`src/rtl/irq_pkg.sv`:
```
package irq_pkg;
  localparam int NLEVEL = 7;
  localparam int STAT_W = 24;
  localparam int VEC_W  = 8;
  localparam int LVL_W  = $clog2(NLEVEL + 1);
  localparam int SID_W  = VEC_W + 1;
  localparam int ADDR_W = $clog2(NLEVEL + 2);

  localparam logic [ADDR_W-1:0] ADDR_STAT = ADDR_W'(0);
  localparam logic [ADDR_W-1:0] ADDR_EN   = ADDR_W'(1);
  localparam int                SID_OFS   = 1;  // level n at word n+1

  typedef enum logic {ACK_IDLE, ACK_WAIT} ack_state_e;
endpackage

```
`src/rtl/irq_prio_pick.sv`:
```
module irq_prio_pick #(
  parameter int NLEVEL = irq_pkg::NLEVEL,
  parameter int LVL_W  = irq_pkg::LVL_W
) (
  input  logic [NLEVEL-1:0] cand_i,
  output logic              found_o,
  output logic [LVL_W-1:0]  lvl_o
);
  // ascending scan: the last hit, the highest level, wins
  always_comb begin
    found_o = 1'b0;
    lvl_o   = '0;
    for (int k = 0; k < NLEVEL; k++) begin
      if (cand_i[k]) begin
        found_o = 1'b1;
        lvl_o   = LVL_W'(k + 1);
      end
    end
  end
endmodule

```
`src/rtl/irq_ack_seq.sv`:
```
module irq_ack_seq
  import irq_pkg::*;
#(
  parameter int LW = LVL_W
) (
  input  logic          clk,
  input  logic          rst_n,
  input  logic          found_i,
  input  logic [LW-1:0] lvl_i,
  input  logic          ack_rsp_i,
  output logic          ack_req_o,
  output logic [LW-1:0] ack_lvl_o,
  output logic          done_o
);
  ack_state_e    state_q, state_n;
  logic [LW-1:0] lvl_q, lvl_n;
  logic          lvl_en;

  always_comb begin
    state_n = state_q;
    lvl_n   = lvl_q;
    lvl_en  = 1'b0;
    unique case (state_q)
      ACK_IDLE: if (found_i) begin
        state_n = ACK_WAIT;
        lvl_n   = lvl_i;
        lvl_en  = 1'b1;
      end
      ACK_WAIT: if (ack_rsp_i) state_n = ACK_IDLE;
      default:  state_n = ACK_IDLE;
    endcase
  end

  always_ff @(posedge clk or negedge rst_n) begin
    if (!rst_n) begin
      state_q <= ACK_IDLE;
      lvl_q   <= '0;
    end else begin
      state_q <= state_n;
      if (lvl_en) lvl_q <= lvl_n;
    end
  end

  assign ack_req_o = (state_q == ACK_WAIT);
  assign ack_lvl_o = lvl_q;
  assign done_o    = ack_req_o && ack_rsp_i;


  ack_hold_chk: assert property (@(posedge clk) disable iff (!rst_n)
    (ack_req_o && !ack_rsp_i) |=> (ack_req_o && $stable(ack_lvl_o)));

  ack_lvl_nonzero_chk: assert property (@(posedge clk) disable iff (!rst_n)
    ack_req_o |-> (ack_lvl_o != '0));
endmodule

```
`src/rtl/irq_csr.sv`:
```
module irq_csr
  import irq_pkg::*;
(
  input  logic              clk,
  input  logic              rst_n,
  input  logic              wr_i,
  input  logic [ADDR_W-1:0] addr_i,
  input  logic [STAT_W-1:0] wdata_i,
  output logic [STAT_W-1:0] rdata_o,
  input  logic              done_i,
  input  logic [LVL_W-1:0]  done_lvl_i,
  input  logic              err_i,
  input  logic [VEC_W-1:0]  vec_i,
  output logic [STAT_W-1:0] status_o,
  output logic [STAT_W-1:0] enable_o
);
  localparam logic [STAT_W-1:0] LVL_MASK = STAT_W'(((1 << NLEVEL) - 1) << 1);

  logic [STAT_W-1:0] status_q, status_n, enable_q;
  logic              stat_wr, en_wr;
  logic [SID_W-1:0]  sid_q [1:NLEVEL];
  logic [SID_W-1:0]  sid_new;

  assign stat_wr = wr_i && (addr_i == ADDR_STAT);
  assign en_wr   = wr_i && (addr_i == ADDR_EN);
  assign sid_new = {err_i, err_i ? {VEC_W{1'b0}} : vec_i};

  always_comb begin
    status_n = status_q & ~(stat_wr ? wdata_i : '0);
    if (done_i) status_n[done_lvl_i] = 1'b1;
    status_n = status_n & LVL_MASK;
  end

  always_ff @(posedge clk or negedge rst_n) begin
    if (!rst_n) begin
      status_q <= '0;
      enable_q <= '0;
    end else begin
      status_q <= status_n;
      if (en_wr) enable_q <= wdata_i;
    end
  end

  for (genvar g = 1; g <= NLEVEL; g++) begin : g_sid
    logic sid_en;
    assign sid_en = done_i && (done_lvl_i == LVL_W'(g));
    always_ff @(posedge clk or negedge rst_n) begin
      if (!rst_n)      sid_q[g] <= '0;
      else if (sid_en) sid_q[g] <= sid_new;
    end
  end

  always_comb begin
    rdata_o = '0;
    if (addr_i == ADDR_STAT) rdata_o = status_q;
    if (addr_i == ADDR_EN)   rdata_o = enable_q;
    for (int n = 1; n <= NLEVEL; n++) begin
      if (addr_i == ADDR_W'(n + SID_OFS)) rdata_o = STAT_W'(sid_q[n]);
    end
  end

  assign status_o = status_q;
  assign enable_o = enable_q;


  w1c_clear_chk: assert property (@(posedge clk) disable iff (!rst_n)
    (stat_wr && !done_i) |=> ((status_q & $past(wdata_i)) == '0));
endmodule

```
`src/rtl/irq_status_ctrl.sv`:
```
module irq_status_ctrl
  import irq_pkg::*;
(
  input  logic              clk,
  input  logic              rst_n,
  input  logic [NLEVEL-1:0] irq_req_i,
  output logic              ack_req_o,
  output logic [LVL_W-1:0]  ack_lvl_o,
  input  logic              ack_rsp_i,
  input  logic              ack_err_i,
  input  logic [VEC_W-1:0]  ack_vec_i,
  input  logic              reg_wr_i,
  input  logic [ADDR_W-1:0] reg_addr_i,
  input  logic [STAT_W-1:0] reg_wdata_i,
  output logic [STAT_W-1:0] reg_rdata_o,
  output logic              irq_o
);
  logic [STAT_W-1:0] status, enable;
  logic [NLEVEL-1:0] cand;
  logic              found, done;
  logic [LVL_W-1:0]  pick_lvl;

  // a level qualifies if requested, enabled and not already reported
  for (genvar k = 0; k < NLEVEL; k++) begin : g_cand
    assign cand[k] = irq_req_i[k] & enable[k+1] & ~status[k+1];
  end

  irq_prio_pick #(.NLEVEL(NLEVEL), .LVL_W(LVL_W)) u_pick (
    .cand_i (cand),
    .found_o(found),
    .lvl_o  (pick_lvl)
  );

  irq_ack_seq #(.LW(LVL_W)) u_seq (
    .clk      (clk),
    .rst_n    (rst_n),
    .found_i  (found),
    .lvl_i    (pick_lvl),
    .ack_rsp_i(ack_rsp_i),
    .ack_req_o(ack_req_o),
    .ack_lvl_o(ack_lvl_o),
    .done_o   (done)
  );

  irq_csr u_csr (
    .clk       (clk),
    .rst_n     (rst_n),
    .wr_i      (reg_wr_i),
    .addr_i    (reg_addr_i),
    .wdata_i   (reg_wdata_i),
    .rdata_o   (reg_rdata_o),
    .done_i    (done),
    .done_lvl_i(ack_lvl_o),
    .err_i     (ack_err_i),
    .vec_i     (ack_vec_i),
    .status_o  (status),
    .enable_o  (enable)
  );

  assign irq_o = |(status & enable);


  no_reack_chk: assert property (@(posedge clk) disable iff (!rst_n)
    $rose(ack_req_o) |-> !status[ack_lvl_o]);
endmodule

```
`config.mk`:
```
export PLATFORM = sky130hd
export DESIGN_NAME = irq_status_ctrl
export DESIGN_NICKNAME = d
export VERILOG_FILES = /design/src/rtl/irq_pkg.sv /design/src/rtl/irq_prio_pick.sv /design/src/rtl/irq_ack_seq.sv /design/src/rtl/irq_csr.sv /design/src/rtl/irq_status_ctrl.sv
export SDC_FILE = /design/constraint.sdc
export NUM_CORES = 1
export LEC_CHECK = 0
export BUFFER_PORTS_ARGS = -buffer_cell sky130_fd_sc_hd__buf_2
export CORE_MARGIN = 4
export CORE_UTILIZATION = 45
export DETAILED_ROUTE_END_ITERATION = 8
export MAX_ROUTING_LAYER = met4
export PLACE_DENSITY = 0.67
export REMOVE_ABC_BUFFERS = 1
export SLEW_MARGIN = 20
export SYNTH_ARGS = -nofsm -noshare
export SYNTH_HDL_FRONTEND = slang
export SYNTH_SLANG_ARGS = --single-unit
export TNS_END_PERCENT = 20
```
`constraint.sdc`:
```
create_clock -name clk -period 2.3 [get_ports clk]
set_input_delay 0.115 -clock clk [delete_from_list [all_inputs] [get_ports clk]]
set_output_delay 0.115 -clock clk [all_outputs]
set_load 0.01 [all_outputs]
```
Word-level counts from Yosys, hierarchy flattened. Index checks and enable logic that the tools add are counted.

Bitwise operators: 26. Multiplexer cells: 32. Reduce and logical (&&, ||, !) cells: 14. Order comparisons: 2. Eq/ne operators: 15.

Operator list (count): 2-to-1 mux 24 bit (8); 2-to-1 mux 8 bit (4); AND 8 x 24 -> 24 bit (1); OR reduction 24 bit (1); == test 4 x 3 -> 1 bit, second input constant (4); AND 1 bit (14); == test 3 bit, second input constant (4); 2-to-1 mux 1 bit (12); 2-to-1 mux 3 bit (4); logical AND 1 bit (11); AND 8 bit (1); == test 4 x 2 -> 1 bit, second input constant (2); NOT 1 bit (8); NOT 8 bit (1); OR 8 bit (1); == test 3 x 2 -> 1 bit, second input constant (2); less-than comparator 3 x 6 -> 1 bit, second input constant (1); == test 4 x 1 -> 1 bit, second input constant (1); == test 4 bit, second input constant (1); zero test 4 bit (1); 2-to-1 mux 2 bit (2); demux 1 bit (select 3 bit) (1); == test 3 x 1 -> 1 bit, second input constant (1); greater-or-equal comparator 3 x 1 -> 1 bit, second input constant (1); other kinds (2) (2).

Word-level logic and storage cells: 100. Output and inout bits: 29. Bits in registers: 98. Input port bits: 48.

Longest topological paths before layout. Gate-level depths: netlist of the first run.

Word-level depth: 12. Mapped depth: 6. Depth with buffers taken out: 4.

Cells and area by module. From an unflattened synthesis of the first run, not the netlist that was laid out.

Cell total of the unflattened synthesis: 497. Area total of the unflattened synthesis: 5057.4 sq um.

Modules (own cells, without submodules): irq_csr (instances 1, cells an instance 447, area an instance 4648.2 sq um, sequential area each 2352.3 sq um); irq_status_ctrl (instances 1, cells an instance 28, area an instance 180.2 sq um, sequential area each 0.0 sq um); irq_ack_seq (instances 1, cells an instance 11, area an instance 173.9 sq um, sequential area each 100.1 sq um); irq_prio_pick (instances 1, cells an instance 11, area an instance 55.1 sq um, sequential area each 0.0 sq um).

Worst setup path after synthesis of the first run. OpenSTA, ideal clock, no wires.

Path kind: register -> register. Start point: reg u_seq.lvl_q[2], in the netlist u_seq.ack_lvl_o[2]. End point: reg u_csr.sid_q[36] in the netlist's numbering. Clock period less this slack: 1.504 ns. Path buffers: 0. Arrival time: 1.379 ns. Setup time: 0.125 ns. Data required time: 2.175 ns. Setup slack: 0.796 ns. Stages on the path, launching flop included: 4. Path through: dfrtp_1 -> nand3b_1 -> nor2_2 -> mux2_2.

Cells in the longest elaborated chain, start to end: 2.

Ends and longest elaborated chain: start: declaration (RTL line irq_ack_seq.sv:16) `logic [LW-1:0] lvl_q, lvl_n;`; start signal: assignment (RTL line irq_ack_seq.sv:40) `if (lvl_en) lvl_q <= lvl_n;`; == test 3 x 2 -> 1 bit (RTL line irq_csr.sv:46) `assign sid_en = done_i && (done_lvl_i == LVL_W'(g));`; logical AND 1 bit (RTL line irq_csr.sv:46); end signal: indexed assignment (RTL line irq_csr.sv:49) `else if (sid_en) sid_q[g] <= sid_new;`; end: declaration (RTL line irq_csr.sv:21) `logic [SID_W-1:0] sid_q [1:NLEVEL];`.

No other way between the ends. A chain may end at the register's enable or synchronous reset.

Worst setup path in the final report of the first run.
Start point: in reg_addr_i[1]. End point: out reg_rdata_o[4].

Cells in the longest elaborated chain, start to end: 10. Elaborated cells on any way between the ends: 18. Those cells by class: eq/ne: 8; mux: 9; reduce/logical: 1.

Ends and longest elaborated chain: start: declaration (RTL line irq_status_ctrl.sv:13) `input logic [ADDR_W-1:0] reg_addr_i,`; zero test 4 bit (RTL line irq_csr.sv:55) `if (addr_i == ADDR_STAT) rdata_o = status_q;`; 2-to-1 mux 8 bit (RTL line irq_csr.sv:55); 2-to-1 mux 24 bit (RTL line irq_csr.sv:56) `if (addr_i == ADDR_EN) rdata_o = enable_q;`; 2-to-1 mux 24 bit (6 in a row) (RTL line irq_csr.sv:58) `if (addr_i == ADDR_W'(n + SID_OFS)) rdata_o = STAT_W'(sid_q[n]);`; 2-to-1 mux 24 bit * (RTL line irq_csr.sv:58); end: declaration (RTL line irq_status_ctrl.sv:15) `output logic [STAT_W-1:0] reg_rdata_o,`.

Every way passes the cells marked *; elsewhere a longest branch is shown, timed or not.

==> impl_metrics.ini, run 1 <==
[critical_path]
worstSetupPathType = primary input to primary output
crit_path_end_kind = primary output
cp.required_ns = 2.18
critPathMaxFanout = 27
start_kind = primary input
crit_arrival_ns = 1.74

[grt]
grt_max_degree = 46
grt_util_all_layers_pct = 20.6
antenna_found_initial = 0
overflow = 0
grt_pass1_vias = 3501
grt_pass1_wl_um = 18500

[timing]
fin_crit_sh_pct = 80.6
hold_ws_ns = 0.0141
worstMarginPinSlew_ns = 0.680
period_minus_slack_ns = 1.85
setup_viol = 0
fmax_mhz = 540
hold_violations = 0
fin_ws_ns = 0.447
finalSetupTns_ns = 0
fin_skew_ns = 0.00721
relSlewSlack_pct = 54.7
slew_viol_final = 0
rsz0062_at_grt = false

[cts]
cts_made_buffers = 9
clock_latency_ns = 0.35
cts_sinks = 98
cts_buffer_depth = 2
htreeDepth = 3
clockRootBuffer = clkbuf_8
clkTransAtPathRegs_ns = 0.09
cts_tree = built
post-cts-setup-buffer-count = 0

[detailed_routing]
wl_per_cell_um = 19.0
first_pass_iters = 4
via_per_inst = 5.56
vias = 3324
drtIter0Drc = 247
routed_wl_um = 11300
detail-route-antenna-nets = 0
drc = 0

[synth]
ys_types = 41
synth_cells = 353
synthArstFlopShare_pct = 100
synthFlopType = dfrtp_1
ys_seq_area_share_pct = 52.2
synth-edff-count = 0
synth_area_mm2 = 0.00469
syn_area_per_cell_um2 = 13.3
synth_warnings = 0
synth-seq-cells = 98

[final_layout]
utilization_pct = 55.2
drive_gt1_share_pct = 47.2
area_growth_pct = 20.3
final_common_cell = dfrtp_1
n_antenna_cell = 0
finalInstanceArea_mm2 = 0.00565
final_cell_mix = dfrtp_1, mux2_2, buf_2
nNetsFinal = 505
fin_cells = 598
n_fill_cell = 891

[die]
ios = 77
die_h_um = 110
core_region_area_mm2 = 0.0102
dieArea_mm2 = 0.0121
fp.dieW_um = 110
row_count = 37
initial_core_util_pct = 45.9

[status]
status = completed

[power]
finalPower_mw = 5.33
p_per_area_mw_per_mm2 = 943
power_leakage_nw = 2.74
peakVddDrop_mv = 0.369

[placement]
dp_hpwl_um = 7690
dpl-instance-area_mm2 = 0.00526
pre_cts_ws_ns = 0.416
place_congestion = 0.783
dpl.cell_count = 561
portBuffers = 76

[flow_run]
cap_viol_max_count = 0

[min_path]
min_path_type = primary input to flip-flop
layer usage:
metal / global-route usage, % / routed length, um
met5: - / 0
met4: 5.36 / 178
met3: 3.96 / 534
met2: 32.1 / 5560
met1: 28.0 / 5070
synth_stat cells, drive strengths merged (6+ instances only):
master	instances	area, um2
mux4	7	158
a22oi	8	60.1
buf	11	76.3
nand2	9	33.8
a21o	7	52.6
clkbuf	6	22.5
nor2b	10	62.6
nor2	15	73.8
nand2b	6	37.5
o21ai	6	30.0
and3	16	100
nand3b	6	45.0
mux2	95	1070
dfrtp	98	2450
what timing repair did:
action / in CTS / in global routing
resized for setup: 0 / 0
hold buffers: 20 / 1
hold endpoints to repair: 57 / 1
sequential cells by signal (all words and copies together) (netlist names):
signal,count
u_csr.sid_q,63
u_csr.enable_o,24
u_csr.status_o,7
u_seq.ack_lvl_o,3
u_seq.ack_req_o,1
final cells by class:
class,instances,area (um2),share of cell area (%)
Clock buffer,11,151,2.68
Timing Repair Buffer,110,703,12.4
Sequential cell,98,2450,43.4
Inverter,5,18.8,0.332
Multi-Input combinational cell,233,2120,37.6
Clock inverter,5,28.8,0.509
Tap cell,136,170,3.01
worst paths after layout:
path | from | to | slack [ns] | cells past startpoint
worst max-delay path | reg_addr_i[1] | reg_rdata_o[4] | 0.45 | 5
worst min-delay path | reg_wdata_i[1] | u_csr.enable_o[1]$_DFFE_PN0P_ | 0.01 | 2
worst max register to register | u_seq.ack_req_o$_DFF_PN0_ | u_csr.sid_q[31]$_DFFE_PN0P_ | 0.59 | 3
worst min register to register | u_csr.enable_o[16]$_DFFE_PN0P_ | u_csr.enable_o[16]$_DFFE_PN0P_ | 0.50 | 1
max in group asynchronous | rst_n | u_seq.ack_lvl_o[1]$_DFFE_PN0P_ | 1.36 | 3
min in group asynchronous | rst_n | u_csr.enable_o[2]$_DFFE_PN0P_ | 0.28 | 2
logic make-up after synthesis:
kind of cell,Yosys count,synth area share [%]
AOI/OAI and AO/OA,51,8.16
DFF,98,52.2
buffers and inverters,22,2.51
muxes,107,27.2
and+or+nand+nor,75,9.89
worst max-delay path, stage by stage:
cell and delay, ns:
buf_2 0.32, nor2_1 0.53, a221oi_1 0.21, o32ai_1 0.35
buf_2 0.20
where the power goes:
| part | leakage (nW) | internal, mW | switching, mW |
|---|---|---|---|
| combinational | 1.38 | 0.926 | 0.617 |
| clock | 0.0988 | 0.447 | 0.572 |
| sequential | 1.26 | 2.36 | 0.408 |
(Power assumes the default switching activity.)
==> run 2, diff against run 1 <==
Settings changed: ABC_AREA set to 1, PLACE_DENSITY 0.67 to 0.7.
Clock period 2.3 ns to 1.6 ns, I/O delays scaled along.
==> run 2 against run 1 <==
  * Area after synthesis down 2.1%
  * Total power is 41% higher
  * Core utilization grew 2.2 points
  * Design area rose by 0.20%
  * Clock skew rose by 0.0019 ns
  * Worst hold slack improved by 0.0089 ns
  * Wire length increased by 5.5%
  * Sequential power grew 43%
==> impl_metrics.ini, run 2 <==
[timing]
setup_viol = 0
worstMarginPinSlew_ns = 0.502
slew_viol_final = 0
hold_ws_ns = 0.0230
fin_crit_sh_pct = 99.3
fin_skew_ns = 0.00909
period_minus_slack_ns = 1.59
hold_violations = 0
rsz0062_at_grt = true
fmax_mhz = 629
relSlewSlack_pct = 66.5

[final_layout]
finalInstanceArea_mm2 = 0.00566
n_antenna_cell = 0
largest_register_ffs = 63
final_cell_mix = nand2_1, dfrtp_1, buf_2
seqCellArea_mm2 = 0.00245
final_common_cell = nand2_1
multiInputGateArea_mm2 = 0.00188
drive_gt1_share_pct = 20.6
top_register = u_csr.sid_q
n_fill_cell = 864
area_growth_pct = 23.2
nNetsFinal = 728

[die]
fp.dieW_um = 109
ios = 77
initial_core_util_pct = 46.6
die_h_um = 109
dieArea_mm2 = 0.0119
core_region_area_mm2 = 0.00986
row_count = 36

[synth]
syn_area_per_cell_um2 = 8.00
yosys.area.top_type = dfrtp_1
synth_warnings = 0
synth_cells = 574
ys_types = 26
yosys.cell_count.top_type = nand2_1
ys_seq_area_share_pct = 53.4
synthArstFlopShare_pct = 100
synth-seq-cells = 98
synth_area_mm2 = 0.00459
synth-edff-count = 0
synthTopCellsByCount = nand2_1, dfrtp_1, o21ai_0
synth.top_cells.by_area = dfrtp_1, nand2_1, o21ai_0
synth_top_area_share_pct = 53.4
synthFlopType = dfrtp_1

[detailed_routing]
detail-route-antenna-nets = 0
wl_per_cell_um = 14.6
routed_wl_um = 12000
vias = 4162
via_per_inst = 5.09
drtIter0Drc = 332
first_pass_iters = 5
drc = 0

[placement]
portBuffers = 76
dpl-instance-area_mm2 = 0.00514
dp_hpwl_um = 8010
place_congestion = 0.873

[cts]
cts_buffer_depth = 2
clock_latency_ns = 0.37
cts_sinks = 98
clkTransAtPathRegs_ns = 0.09
cts_made_buffers = 9
htreeDepth = 3
cts_tree = built
clockRootBuffer = clkbuf_8

[power]
p_per_area_mw_per_mm2 = 1330
peakVddDrop_mv = 0.610
power_leakage_nw = 2.85

[critical_path]
critPathMaxFanout = 3
cp.required_ns = 1.52
start_kind = flip-flop
worstSetupPathType = flip-flop to primary output
crit_path_end_kind = primary output
ff2ff_setup_slack_ns = 0.15
r2r-start = u_seq.ack_lvl_o[1]$_DFFE_PN0P_
crit_arrival_ns = 1.51
critPathLaunch = u_csr.status_o[5]$_DFF_PN0_

[grt]
grt_pass1_vias = 3969
overflow = 0
antenna_found_initial = 0
grt_max_degree = 65
grt_util_all_layers_pct = 21.7
grt_pass1_wl_um = 19300

[min_path]
hp-start = reg_wdata_i[3]
min_path_type = primary input to flip-flop

[status]
status = completed

[flow_run]
cap_viol_max_count = 0
run 2: cell count changes in the layout (fill, tap and decap cells not counted), moves of 16 or more:
cell / delta
nand2_1: +161
o21ai_0: +58
nor2_1: +46
and3_1: -16
nand3_1: +27
o21ai_1: +17
mux2_2: -95
inv_1: +44
a21oi_1: +16
run 2: path summary, 6_finish.rpt:
| path | endpoint | cells past startpoint |
|---|---|---|
| min in group asynchronous | u_seq.ack_lvl_o[1]$_DFFE_PN0P_ | 2 |
| max | irq_o | 4 |
| max in group asynchronous | u_csr.enable_o[5]$_DFFE_PN0P_ | 3 |
| max reg2reg | u_csr.sid_q[14]$_DFFE_PN0P_ | 5 |
| min reg2reg | u_csr.sid_q[55]$_DFFE_PN0P_ | 2 |
| min | u_csr.enable_o[3]$_DFFE_PN0P_ | 3 |
run 2: cell type report:
cell class | instances | area share (%)
flip-flops and latches | 98 | 43.3
clock buffers | 9 | 2.19
multi-input cells | 402 | 33.2
well taps | 133 | 2.94
clock inverters | 7 | 1.48
repair buffers | 112 | 13.0
inverters | 57 | 3.78
run 2: repair_timing:
action / in CTS / in global routing
endpoints found under the setup margin: 0 / 11
hold buffers: 24 / 0
endpoints found under the hold margin: 121 / 0
gates resized for setup: 0 / 10
setup buffers: 0 / 3
run 2: report_power, final:
group / leakage (nW) / switching, mW / internal [mW]
Clock: 0.102 / 0.920 / 0.750
Combinational: 1.50 / 1.10 / 0.783
Sequential: 1.25 / 0.581 / 3.38
run 2: layer usage:
layer / vias to the layer above / global-route usage, % / share of wire (%)
met3: 22 / 3.55 / 6.5
met5: - / - / 0
met2: 126 / 33.9 / 45
met4: 0 / 7.94 / 2.1
met1: 1964 / 28.7 / 46
li1: 2050 / - / -
run 2: cells by family after synthesis:
family,share of synthesized area [%]
buffers and inverters,6.64
AO/OA/AOI/OAI,11.8
flip-flops,53.4
AND/OR/NAND/NOR,27.7
multiplexers,0.490
run 2: through the flow:
stage | util [%] | power (mW) | setup TNS (ns) | instances | setup slack [ns]
global placement | 52.2 | 5.65 | 0 | 775 | 0.223
floorplan | - | 5.07 | -0.0889 | 557 | -0.0444
global route | 57.4 | 8.08 | -0.186 | 818 | -0.0539
finish | 57.4 | 7.52 | 0 | 818 | 0.0110
detailed placement | 52.2 | 5.77 | 0 | 775 | 0.126
CTS | 56.7 | 7.49 | 0 | 815 | 0.00957
run 2: worst max-delay path, stage by stage, from the launching register on:
cell	delay [ns]
dfrtp_1	0.42
buf_4	0.15
a221oi_2	0.24
nand4_1	0.16
buf_2	0.17
==> run 3, diff against run 2 <==
Settings changed: CELL_PAD_IN_SITES_DETAIL_PLACEMENT set to 0, CELL_PAD_IN_SITES_GLOBAL_PLACEMENT set to 1, CORE_UTILIZATION 45 to 37, PLACE_DENSITY 0.7 to 0.76.
==> run 3 against run 2 <==
  * Core utilization is 9.4 points lower
  * Count of clock-buffer cells in the layout grew 1
  * Design area rose by 2.1%
  * Clock skew is 0.0047 ns lower
  * Via count down 0.17%
  * Combinational power down 4%
  * Clock power rose by 41%
  * Wire length rose by 4.1%
  * Sequential power about the same
  * Register-to-register slack got worse by 0.04 ns
  * Cell count up 4.3%
  * Highest routed layer unchanged
==> impl_metrics.ini, run 3 (same netlist as run 2, synthesis figures left out) <==
[grt]
overflow = 0
grt_pass1_vias = 4029
use_met2_pct = 30.2
gr-max-usage-layer = met2
antenna_found_initial = 2
grt_pass1_wl_um = 20200
grt_max_degree = 66
met1_usage_pct = 23.2
grt_util_all_layers_pct = 18.6
grt_use_met3_pct = 2.33

[cts]
cts_buffer_depth = 2
cts_sinks = 98
htreeDepth = 3
clock_latency_ns = 0.34
cts_made_buffers = 9
cts_tree = built
clkTransAtPathRegs_ns = 0.07
clockRootBuffer = clkbuf_16

[die]
dieArea_mm2 = 0.0143
row_count = 40
die_h_um = 119
initial_core_util_pct = 38.1
fp.dieW_um = 119
ios = 77
core_region_area_mm2 = 0.0121

[final_layout]
fin_cells = 853
area_growth_pct = 25.8
nNetsFinal = 726
top_register = u_csr.sid_q
drive_gt1_share_pct = 19.8
final_cell_mix = nand2_1, dfrtp_1, buf_2
final_common_cell = nand2_1
utilization_pct = 47.9
largest_register_ffs = 63

[detailed_routing]
wl_per_cell_um = 14.6
detail-route-antenna-nets = 0
first_pass_iters = 5
drtIter0Drc = 225
via_per_inst = 4.87
routed_wl_um = 12500
drc = 0
vias = 4155

[critical_path]
start_kind = flip-flop
cp.required_ns = 1.52
critPathMaxFanout = 5
crit_arrival_ns = 1.46
worstSetupPathType = flip-flop to primary output
reg2regPathDepth = 4
crit_path_end_kind = primary output

[power]
seqPwrFrac_pct = 48.9
power_leakage_nw = 2.89
power_frac_comb_pct = 22.3
switching_share_pct = 32.2
peakVddDrop_mv = 0.604
p_int_mw = 5.54
finalPower_mw = 8.17
clkPwrFrac_pct = 28.9
p_per_area_mw_per_mm2 = 1410
p_sw_mw = 2.63

[placement]
dpl.cell_count = 813
dp_hpwl_um = 8730
pre_cts_ws_ns = 0.128
place_congestion = 0.863
portBuffers = 76

[timing]
fmax_mhz = 650
period_minus_slack_ns = 1.54
fin_skew_ns = 0.00440
worstMarginPinSlew_ns = 0.542
hold_violations = 0
setup_viol = 0
fin_ws_ns = 0.0626
fin_crit_sh_pct = 96.1
finalSetupTns_ns = 0
slew_viol_final = 0
rsz0062_at_grt = true
relSlewSlack_pct = 63.7

[flow_run]
cap_viol_max_count = 0

[min_path]
whs_path_depth = 3
min_path_type = primary input to flip-flop

[status]
status = completed
## run 3: cell count changes in the layout (fill, tap and decap cells not counted), sizes merged
cell,delta
bufinv,+1
clkbuf,+1
clkinv,+1
diode,+2
dlygate4sd3,-2
inv,-3
## run 3: worst paths after layout
kind                                                startpoint                             to  slack [ns]
worst max-delay path               u_csr.status_o[5]$_DFF_PN0_                 reg_rdata_o[5]        0.06
worst min-delay path                            reg_wdata_i[2]  u_csr.enable_o[2]$_DFFE_PN0P_        0.01
worst max register to register  u_seq.ack_lvl_o[0]$_DFFE_PN0P_    u_csr.sid_q[18]$_DFFE_PN0P_        0.11
worst min register to register     u_csr.sid_q[48]$_DFFE_PN0P_    u_csr.sid_q[48]$_DFFE_PN0P_        0.49
max in group asynchronous                                rst_n    u_csr.sid_q[20]$_DFFE_PN0P_        0.91
min in group asynchronous                                rst_n  u_csr.enable_o[9]$_DFFE_PN0P_        0.11
## run 3: routing by layer
layer	vias up	part of all wire (%)
met5	-	0
met4	0	2.6
met3	22	3.2
met2	85	50
met1	1984	44
li1	2064	-
## run 3: timing repair
action / 4_1_cts / 5_1_grt
hold buffers: 22 / 0
buffers inserted: 0 / 0
resized for setup: 0 / 4
endpoints found under the setup margin: 0 / 13
hold endpoints to repair: 119 / 0
## run 3: layout make-up
cell class	count	area, um2
diodes	2	5.00
fillers	1207	6280
well taps	168	210
clock buffers	10	239
repair buffers	110	718
flip-flops and latches	98	2450
multi-input cells	402	1850
inverters	57	214
clock inverters	6	90.1
## run 3: critical path, cell delays in order (launching register included)
cell	delay [ns]
dfrtp_2	0.45
nand3_1	0.10
nand3_1	0.10
nor2_1	0.13
nand4_1	0.10
nand2_1	0.07
nand2_1	0.04
buf_2	0.13
## run 3: power by group through the flow
stage / Combinational (mW) / Clock, mW / Sequential, mW
finish: 1.82 / 2.36 / 3.99
global route: 2.14 / 2.48 / 4.10
detailed placement: 1.79 / 0 / 4.00
global placement: 1.72 / 0 / 3.98
floorplan: 1.22 / 0 / 3.85
CTS: 1.84 / 2.40 / 3.96
## run 3: per-stage QoR
stage                     hold slack, ns  instance area (um2)
after floorplan                   -0.216                 4500
after CTS                        0.00587                 5760
after global routing              0.0165                 5780
after detailed placement         -0.0726                 5210
final                             0.0110                 5780
after global placement           -0.0740                 5210
